--- config.mk ---
export PLATFORM = sky130hd
export DESIGN_NAME = rowscan_shifter
export DESIGN_NICKNAME = d
export VERILOG_FILES = /design/src/rtl/rowscan_pkg.sv /design/src/rtl/rowscan_chain.sv /design/src/rtl/rowscan_cfg.sv /design/src/rtl/rowscan_out.sv /design/src/rtl/rowscan_shifter.sv
export SDC_FILE = /design/constraint.sdc
export NUM_CORES = 1
export LEC_CHECK = 0
export BUFFER_PORTS_ARGS = -buffer_cell sky130_fd_sc_hd__buf_2
export CAP_MARGIN = 10
export CORE_ASPECT_RATIO = 1.5
export CORE_MARGIN = 2
export CORE_UTILIZATION = 40
export DETAILED_ROUTE_END_ITERATION = 8
export PLACE_DENSITY = 0.71
export SLEW_MARGIN = 20
export SYNTH_ARGS = -nofsm -noshare
export SYNTH_HDL_FRONTEND = slang
export SYNTH_HIERARCHICAL = 1
export SYNTH_SLANG_ARGS = --single-unit
export TNS_END_PERCENT = 50
--- constraint.sdc ---
create_clock -name clk -period 2.78 [get_ports clk]
set_input_delay 0.417 -clock clk [delete_from_list [all_inputs] [get_ports clk]]
set_output_delay 0.417 -clock clk [all_outputs]
set_load 0.02 [all_outputs]
--- src/rtl/rowscan_pkg.sv ---
// Shared types for the row scan register.
// Assumes: the topology is captured as two independent flags.
package rowscan_pkg;

    // Chain topology captured at each shift
    typedef struct packed {
        logic split;   // 1 = two halves
        logic rev;     // 1 = shift toward row 1
    } topo_t;

    localparam topo_t TOPO_RESET = '{split: 1'b0, rev: 1'b0};

endpackage

--- src/rtl/rowscan_chain.sv ---
// Stage register with per-stage neighbour selection.
// Assumes: STAGES is even. Stage i holds row i+1.
// The topology pins apply directly on the shift cycle.
module rowscan_chain #(
    parameter int STAGES = 240,
    localparam int HALF = STAGES / 2
) (
    input  logic              clk,
    input  logic              rst_n,
    input  logic              shift_en,
    input  logic              split_nx,
    input  logic              rev_nx,
    input  logic              head_in,
    input  logic              dual_in,
    output logic [STAGES-1:0] stage_q
);

    logic [STAGES-1:0] stage_nx;

    // Per-stage next value: pick the upstream neighbour for the topology
    for (genvar i = 0; i < STAGES; i++) begin : g_stage
        logic fwd_src;
        logic rev_src;

        if (i == 0) begin : g_fwd_head
            assign fwd_src = head_in;
        end else if (i == HALF) begin : g_fwd_seam
            assign fwd_src = split_nx ? dual_in : stage_q[i-1];
        end else begin : g_fwd_body
            assign fwd_src = stage_q[i-1];
        end

        if (i == STAGES - 1) begin : g_rev_head
            assign rev_src = head_in;
        end else if (i == HALF - 1) begin : g_rev_seam
            assign rev_src = split_nx ? dual_in : stage_q[i+1];
        end else begin : g_rev_body
            assign rev_src = stage_q[i+1];
        end

        assign stage_nx[i] = rev_nx ? rev_src : fwd_src;
    end

    // Stage storage: clear on reset, advance on a latch pulse
    always_ff @(posedge clk) begin
        if (!rst_n) begin
            stage_q <= '0;
        end else if (shift_en) begin
            stage_q <= stage_nx;
        end
    end

    AST_HOLD_IDLE: assert property (@(posedge clk) disable iff (!rst_n)
        !shift_en |=> $stable(stage_q));
    AST_FWD_ENTRY: assert property (@(posedge clk) disable iff (!rst_n)
        (shift_en && !rev_nx) |=> (stage_q[0] == $past(head_in)));
    AST_REV_ENTRY: assert property (@(posedge clk) disable iff (!rst_n)
        (shift_en && rev_nx) |=> (stage_q[STAGES-1] == $past(head_in)));
    AST_DUAL_SEAM: assert property (@(posedge clk) disable iff (!rst_n)
        (shift_en && split_nx && !rev_nx) |=> (stage_q[HALF] == $past(dual_in)));

endmodule

--- src/rtl/rowscan_cfg.sv ---
// Topology capture, edge pin roles and serial-out selection.
// Assumes: the topology is loaded only on a shift. Between shifts
// it stays fixed, so pin roles follow the last shift.
module rowscan_cfg
    import rowscan_pkg::*;
#(
    parameter int STAGES = 240,
    localparam int HALF = STAGES / 2
) (
    input  logic              clk,
    input  logic              rst_n,
    input  logic              shift_en,
    input  logic              split_pin,
    input  logic              rev_pin,
    input  logic [STAGES-1:0] stage_q,
    output logic              a_out,
    output logic              a_oe,
    output logic              b_out,
    output logic              b_oe
);

    topo_t topo_q;
    logic  sout;

    // Topology register: loaded together with the stages
    always_ff @(posedge clk) begin
        if (!rst_n) begin
            topo_q <= TOPO_RESET;
        end else if (shift_en) begin
            topo_q <= '{split: split_pin, rev: rev_pin};
        end
    end

    // Serial out: last stage of the pin-fed chain
    always_comb begin
        case ({topo_q.split, topo_q.rev})
            2'b00:   sout = stage_q[STAGES-1];
            2'b01:   sout = stage_q[0];
            2'b10:   sout = stage_q[HALF-1];
            default: sout = stage_q[HALF];
        endcase
    end

    // Pin roles: the far edge from the input side drives
    always_comb begin
        a_oe  = topo_q.rev;
        b_oe  = !topo_q.rev;
        a_out = topo_q.rev ? sout : 1'b0;
        b_out = topo_q.rev ? 1'b0 : sout;
    end

    AST_ROLE_EXCL: assert property (@(posedge clk) disable iff (!rst_n)
        $countones({a_oe, b_oe}) == 1);
    AST_CFG_IDLE: assert property (@(posedge clk) disable iff (!rst_n)
        !shift_en |=> ($stable(a_oe) && $stable(b_oe)));

endmodule

--- src/rtl/rowscan_out.sv ---
// Combines the stage vector with frame polarity and display blank.
// Assumes: this path is combinational; the level stages register it.
module rowscan_out #(
    parameter int STAGES = 240
) (
    input  logic              fr,
    input  logic              disp_off,
    input  logic [STAGES-1:0] stage_q,
    output logic [STAGES-1:0] row_sel,
    output logic [STAGES-1:0] row_hi
);

    // Per-row select flag and level phase
    for (genvar i = 0; i < STAGES; i++) begin : g_row
        assign row_sel[i] = stage_q[i] & !disp_off;
        assign row_hi[i]  = !disp_off & (stage_q[i] ? fr : !fr);
    end

    // Blank check: no row may be active while the display is off
    always_comb begin
        if (disp_off === 1'b1) begin
            AST_BLANK_ALL: assert ((row_sel | row_hi) == '0);
        end
    end

endmodule

--- src/rtl/rowscan_shifter.sv ---
// Top of the row scan register: stage chain, topology and edge pins,
// and the output combiner.
// Assumes: shift_en is a one-cycle strobe synchronous to clk.
module rowscan_shifter #(
    parameter int STAGES = 240
) (
    input  logic              clk,
    input  logic              rst_n,
    input  logic              shift_en,
    input  logic              split_sel,
    input  logic              dir_rev,
    input  logic              fr,
    input  logic              disp_off,
    input  logic              a_in,
    output logic              a_out,
    output logic              a_oe,
    input  logic              b_in,
    output logic              b_out,
    output logic              b_oe,
    input  logic              dual_in,
    output logic [STAGES-1:0] row_sel,
    output logic [STAGES-1:0] row_hi
);

    logic [STAGES-1:0] stage_q;
    logic              head_in;

    // Chain input: the edge pin on the side the data enters from
    assign head_in = dir_rev ? b_in : a_in;

    rowscan_chain #(.STAGES(STAGES)) u_chain (
        .clk      (clk),
        .rst_n    (rst_n),
        .shift_en (shift_en),
        .split_nx (split_sel),
        .rev_nx   (dir_rev),
        .head_in  (head_in),
        .dual_in  (dual_in),
        .stage_q  (stage_q)
    );

    rowscan_cfg #(.STAGES(STAGES)) u_cfg (
        .clk       (clk),
        .rst_n     (rst_n),
        .shift_en  (shift_en),
        .split_pin (split_sel),
        .rev_pin   (dir_rev),
        .stage_q   (stage_q),
        .a_out     (a_out),
        .a_oe      (a_oe),
        .b_out     (b_out),
        .b_oe      (b_oe)
    );

    rowscan_out #(.STAGES(STAGES)) u_out (
        .fr       (fr),
        .disp_off (disp_off),
        .stage_q  (stage_q),
        .row_sel  (row_sel),
        .row_hi   (row_hi)
    );

    AST_RESET_CLEAR: assert property (@(posedge clk)
        $past(!rst_n) |-> (stage_q == '0 && b_oe && !a_oe));

endmodule

# Word-level counts from Yosys, hierarchy flattened
# Cells that the tools add are included.
[op_classes] eq_ne=2 muxes=486 n_bitwise=480 n_reduce_logical=4
[ops] cell="$mux W1" n=485
[ops] cell="$and A1 B1 Y1" n=480
[ops] cell="$logic_not A1 Y1" n=3
[ops] cell="$pmux W1 S3" n=1
[ops] cell="$eq A2 B1 Y1 const B" n=1
[ops] cell="$eq A2 B2 Y1 const B" n=1
[ops] cell="$logic_not A2 Y1" n=1
[word_totals] ff_bits=242 output_inout_bits=484 word_cells=975

# Depth between registers and ports, before layout
[logic_depth] ltp_word=3 depth_mapped=5

# Hierarchy
# The synthesis kept the hierarchy.
[modules_own_cells] module="rowscan_chain" instances=1 cells_per_inst=1071 area_per_inst_um2=10276.1 seq_area_each_um2=4804.6
[modules_own_cells] module="rowscan_out" instances=1 cells_per_inst=800 area_per_inst_um2=5027.3 seq_area_each_um2=0.0
[modules_own_cells] module="rowscan_cfg" instances=1 cells_per_inst=11 area_per_inst_um2=103.8 seq_area_each_um2=40.0
[modules_own_cells] module="rowscan_shifter" instances=1 cells_per_inst=1 area_per_inst_um2=15.0 seq_area_each_um2=0.0

# Worst setup path before layout
# OpenSTA, ideal clock, no wires.
[synth_timing] path_type="in2out" startpoint="input port fr" endpoint="output port row_hi[119]" t_arrival_ps=1288 path_slack_ps=1075 cell_stages=5 n_path_buf=3 cell_sequence="buf_4 -> buf_8 -> buf_6 -> xor2_1 -> nor2_1"
[synth_via] elab_chain_len=3
[synth_lines] item="from (decl)" line="rowscan_shifter.sv:12" text="input logic fr,"
[synth_lines] item="$logic_not A1 Y1" line="rowscan_out.sv:16" text="assign row_hi[i] = !disp_off & (stage_q[i] ? fr : !fr);"
[synth_lines] item="$mux W1 *" line="rowscan_out.sv:16"
[synth_lines] item="$and A1 B1 Y1 *" line="rowscan_out.sv:16"
[synth_lines] item="to (decl)" line="rowscan_shifter.sv:22" text="output logic [STAGES-1:0] row_hi"
# Every way passes the cells marked *; elsewhere a longest branch is shown, timed or not.

# Final worst setup path
[layout_timing] startpoint="input port fr" endpoint="output port row_hi[187]"
# Same word-level chain as after synthesis.

==> metrics <==
Routed Antenna Nets=0; Total Nets Final=roughly 2300; initial antenna violation count=0; CP Class=primary input to output port; Resize count post-CTS=0; Max Slew Vio Count=0; critical-path maximum fanout=35; H-Tree Depth=1; Peak Freq=roughly 480 MHz; DR vias/cell=between 5 and 6; critical path arrival=between 1.5 and 2 ns; clk_lat worst skew=0.52 ns; Synth warnings=6; number of global-route vias before repair=about 12000; Final Hold Fails=0; largest net degree at the start of global routing=roughly 110; hold depth=3; # DRC=0; slew at the pin with the worst max-slew slack=around 0.64 ns; Placeable Area=approximately 38000 um2; Tcrit/Tclk final=between 70 and 80%; Slew headroom=between 50% and 60%; Post-DP Area=roughly 18000 um2; drt first pass iters=5; clock buffer count from CTS=24; Max-cap violations=0; worst hold path class=primary input to flop; CTS sink count=approximately 240; die area=about 40000 um2; cells after synthesis=between 1500 and 2000; Reg2Reg Depth=2; Finished Cell Area=around 19000 um2; worst vdd ir=between 200 and 300 uV; via count=approximately 14000; Starting DRT DRC Count=841; synthesized area=15400 um2; commonest non-fill, non-tap cell in the layout=buf_2; # rows=between 80 and 90; type of origin of the critical path=primary input; detailed placement HPWL=a little over 30000 um; status=finished, final reports clean; io pins=494; global-route wire length before repair=between 60000 and 70000 um; RD Place Congestion=0.870; Worst setup EP type=output port; Final Routed Wirelength=between 40000 and 50000 um; commonest non-fill, non-tap cells in the layout=buf_2 (488), mux2i_1 (244), nor2_1 (242), nor2b_1 (242), dfxtp_1 (242); CTS Hold Bufs=0; gr usage total=roughly a fifth; Fillers=between 3000 and 4000; CP Data Required Time=between 2 and 2.5 ns; # setup viols final=0; die outline height=around 240 um; synthesized flop and latch total=roughly 240; CTS tree=done; clk slew on worst S/H paths=0.06 ns; ant diodes=0; Syn Nets=between 1500 and 2000; layout cells sized above 1=between 20% and 30%; Remaining Overflow, GRT=0; PD cells=around 510 nW/um2; Synth Area per Inst=8.19 um2; CTS Buffer Depth=3; setup TNS=0 ns; Die W=164 um; post-synthesis sequential area ratio=between 30% and 40%; Setup Buffers After CTS=0; RSZ-0062 raised after global routing=false; clock skew=just under 0.01 ns; DR WL/cell=15.7 um; CTS root buffer=clkbuf_16; Starting Density=40.4%; Leak Pwr=about 0.0094 uW; Area Overhead vs Synth=21.8%; Tmin final=about 2.1 ns; Cell variety after synth=20; IO Port Bufs=493
## final timing paths
check	start	end	slack (ns)
worst min register to register	u_cfg/a_oe	u_cfg/a_oe	0.57
worst max-delay path	fr	row_hi[187]	0.70
worst max register to register	u_chain/stage_q[121]	u_chain/stage_q[120]	1.82
worst min-delay path	split_sel	u_cfg/topo_q[1]	0.23
## final cells by class
cell class	count	area (um2)	share of cell area [%]
multi-input combinational	1453	9420	50.2
clock buffer	37	711	3.78
clock inverter	6	37.5	0.200
timing repair buffer	557	3140	16.7
tap	495	619	3.30
sequential	242	4840	25.8
inverter	1	3.75	0.0200
## power breakdown
group          internal (uW)  leakage [uW]  switching [uW]  total, uW
registers               3700       0.00200             394       4090
clock network           1760      0.000371            1350       3110
logic                    938       0.00705            1510       2450
## metrics by stage
step           cells  total power (uW)  util (%)  setup slack (ns)  hold WS (ns)
2_1_floorplan   1883              5870         -              1.07         0.531
3_3_place_gp    2748              6560      47.2             0.740         0.545
3_5_place_dp    2748              6610      47.2             0.704         0.560
4_1_cts         2791              9740      49.2             0.698         0.189
5_1_grt         2791             10100      49.2             0.617         0.229
6_report        2791              9650      49.2             0.704         0.227
## kinds of logic (layout without fill, tap and decap cells)
kind of cell | after synthesis | in the layout | share of synthesized area [%]
compound gates | 478 | 478 | 15.5
simple gates | 490 | 490 | 16.0
buf+inv | 188 | 601 | 7.50
xor+xnor | 240 | 240 | 13.6
mux | 245 | 245 | 15.9
flops | 242 | 242 | 31.4
## worst max-delay path: stages
cell	delay [ns]
buf_8	0.26
buf_12	0.26
buf_4	0.22
xor2_1	0.18
nor2_1	0.06
buf_2	0.18
## synthesized netlist by cell type, drive strengths merged
cell type / instances / share of area [%]
nor2b: 242 / 9.8
dfxtp: 242 / 31
inv: 1 / 0.024
nand4: 1 / 0.041
nand4b: 1 / 0.057
xor2: 240 / 14
mux2i: 244 / 16
o21ai: 238 / 7.7
mux2: 1 / 0.097
buf: 116 / 5.7
nand3: 1 / 0.032
nor2: 242 / 5.9
o211ai: 2 / 0.097
clkbuf: 71 / 1.7
nand3b: 3 / 0.15
a21oi: 238 / 7.7
## per-layer routing
| layer | wire length, um | vias up | global-route usage [%] |
|---|---|---|---|
| met1 | 18600 | 6558 | 24.7 |
| met2 | 22200 | 411 | 35.9 |
| met4 | 937 | 0 | 6.58 |
| li1 | - | 7083 | - |
| met5 | 0 | - | 0 |
| met3 | 2070 | 56 | 2.29 |
## state kept, by name, indices dropped and copies added (netlist names)
| signal | cells |
|---|---|
| u_cfg/topo_q | 1 |
| u_cfg/a_oe | 1 |
| u_chain/stage_q | 240 |
Power figures use the tool's default switching activity.
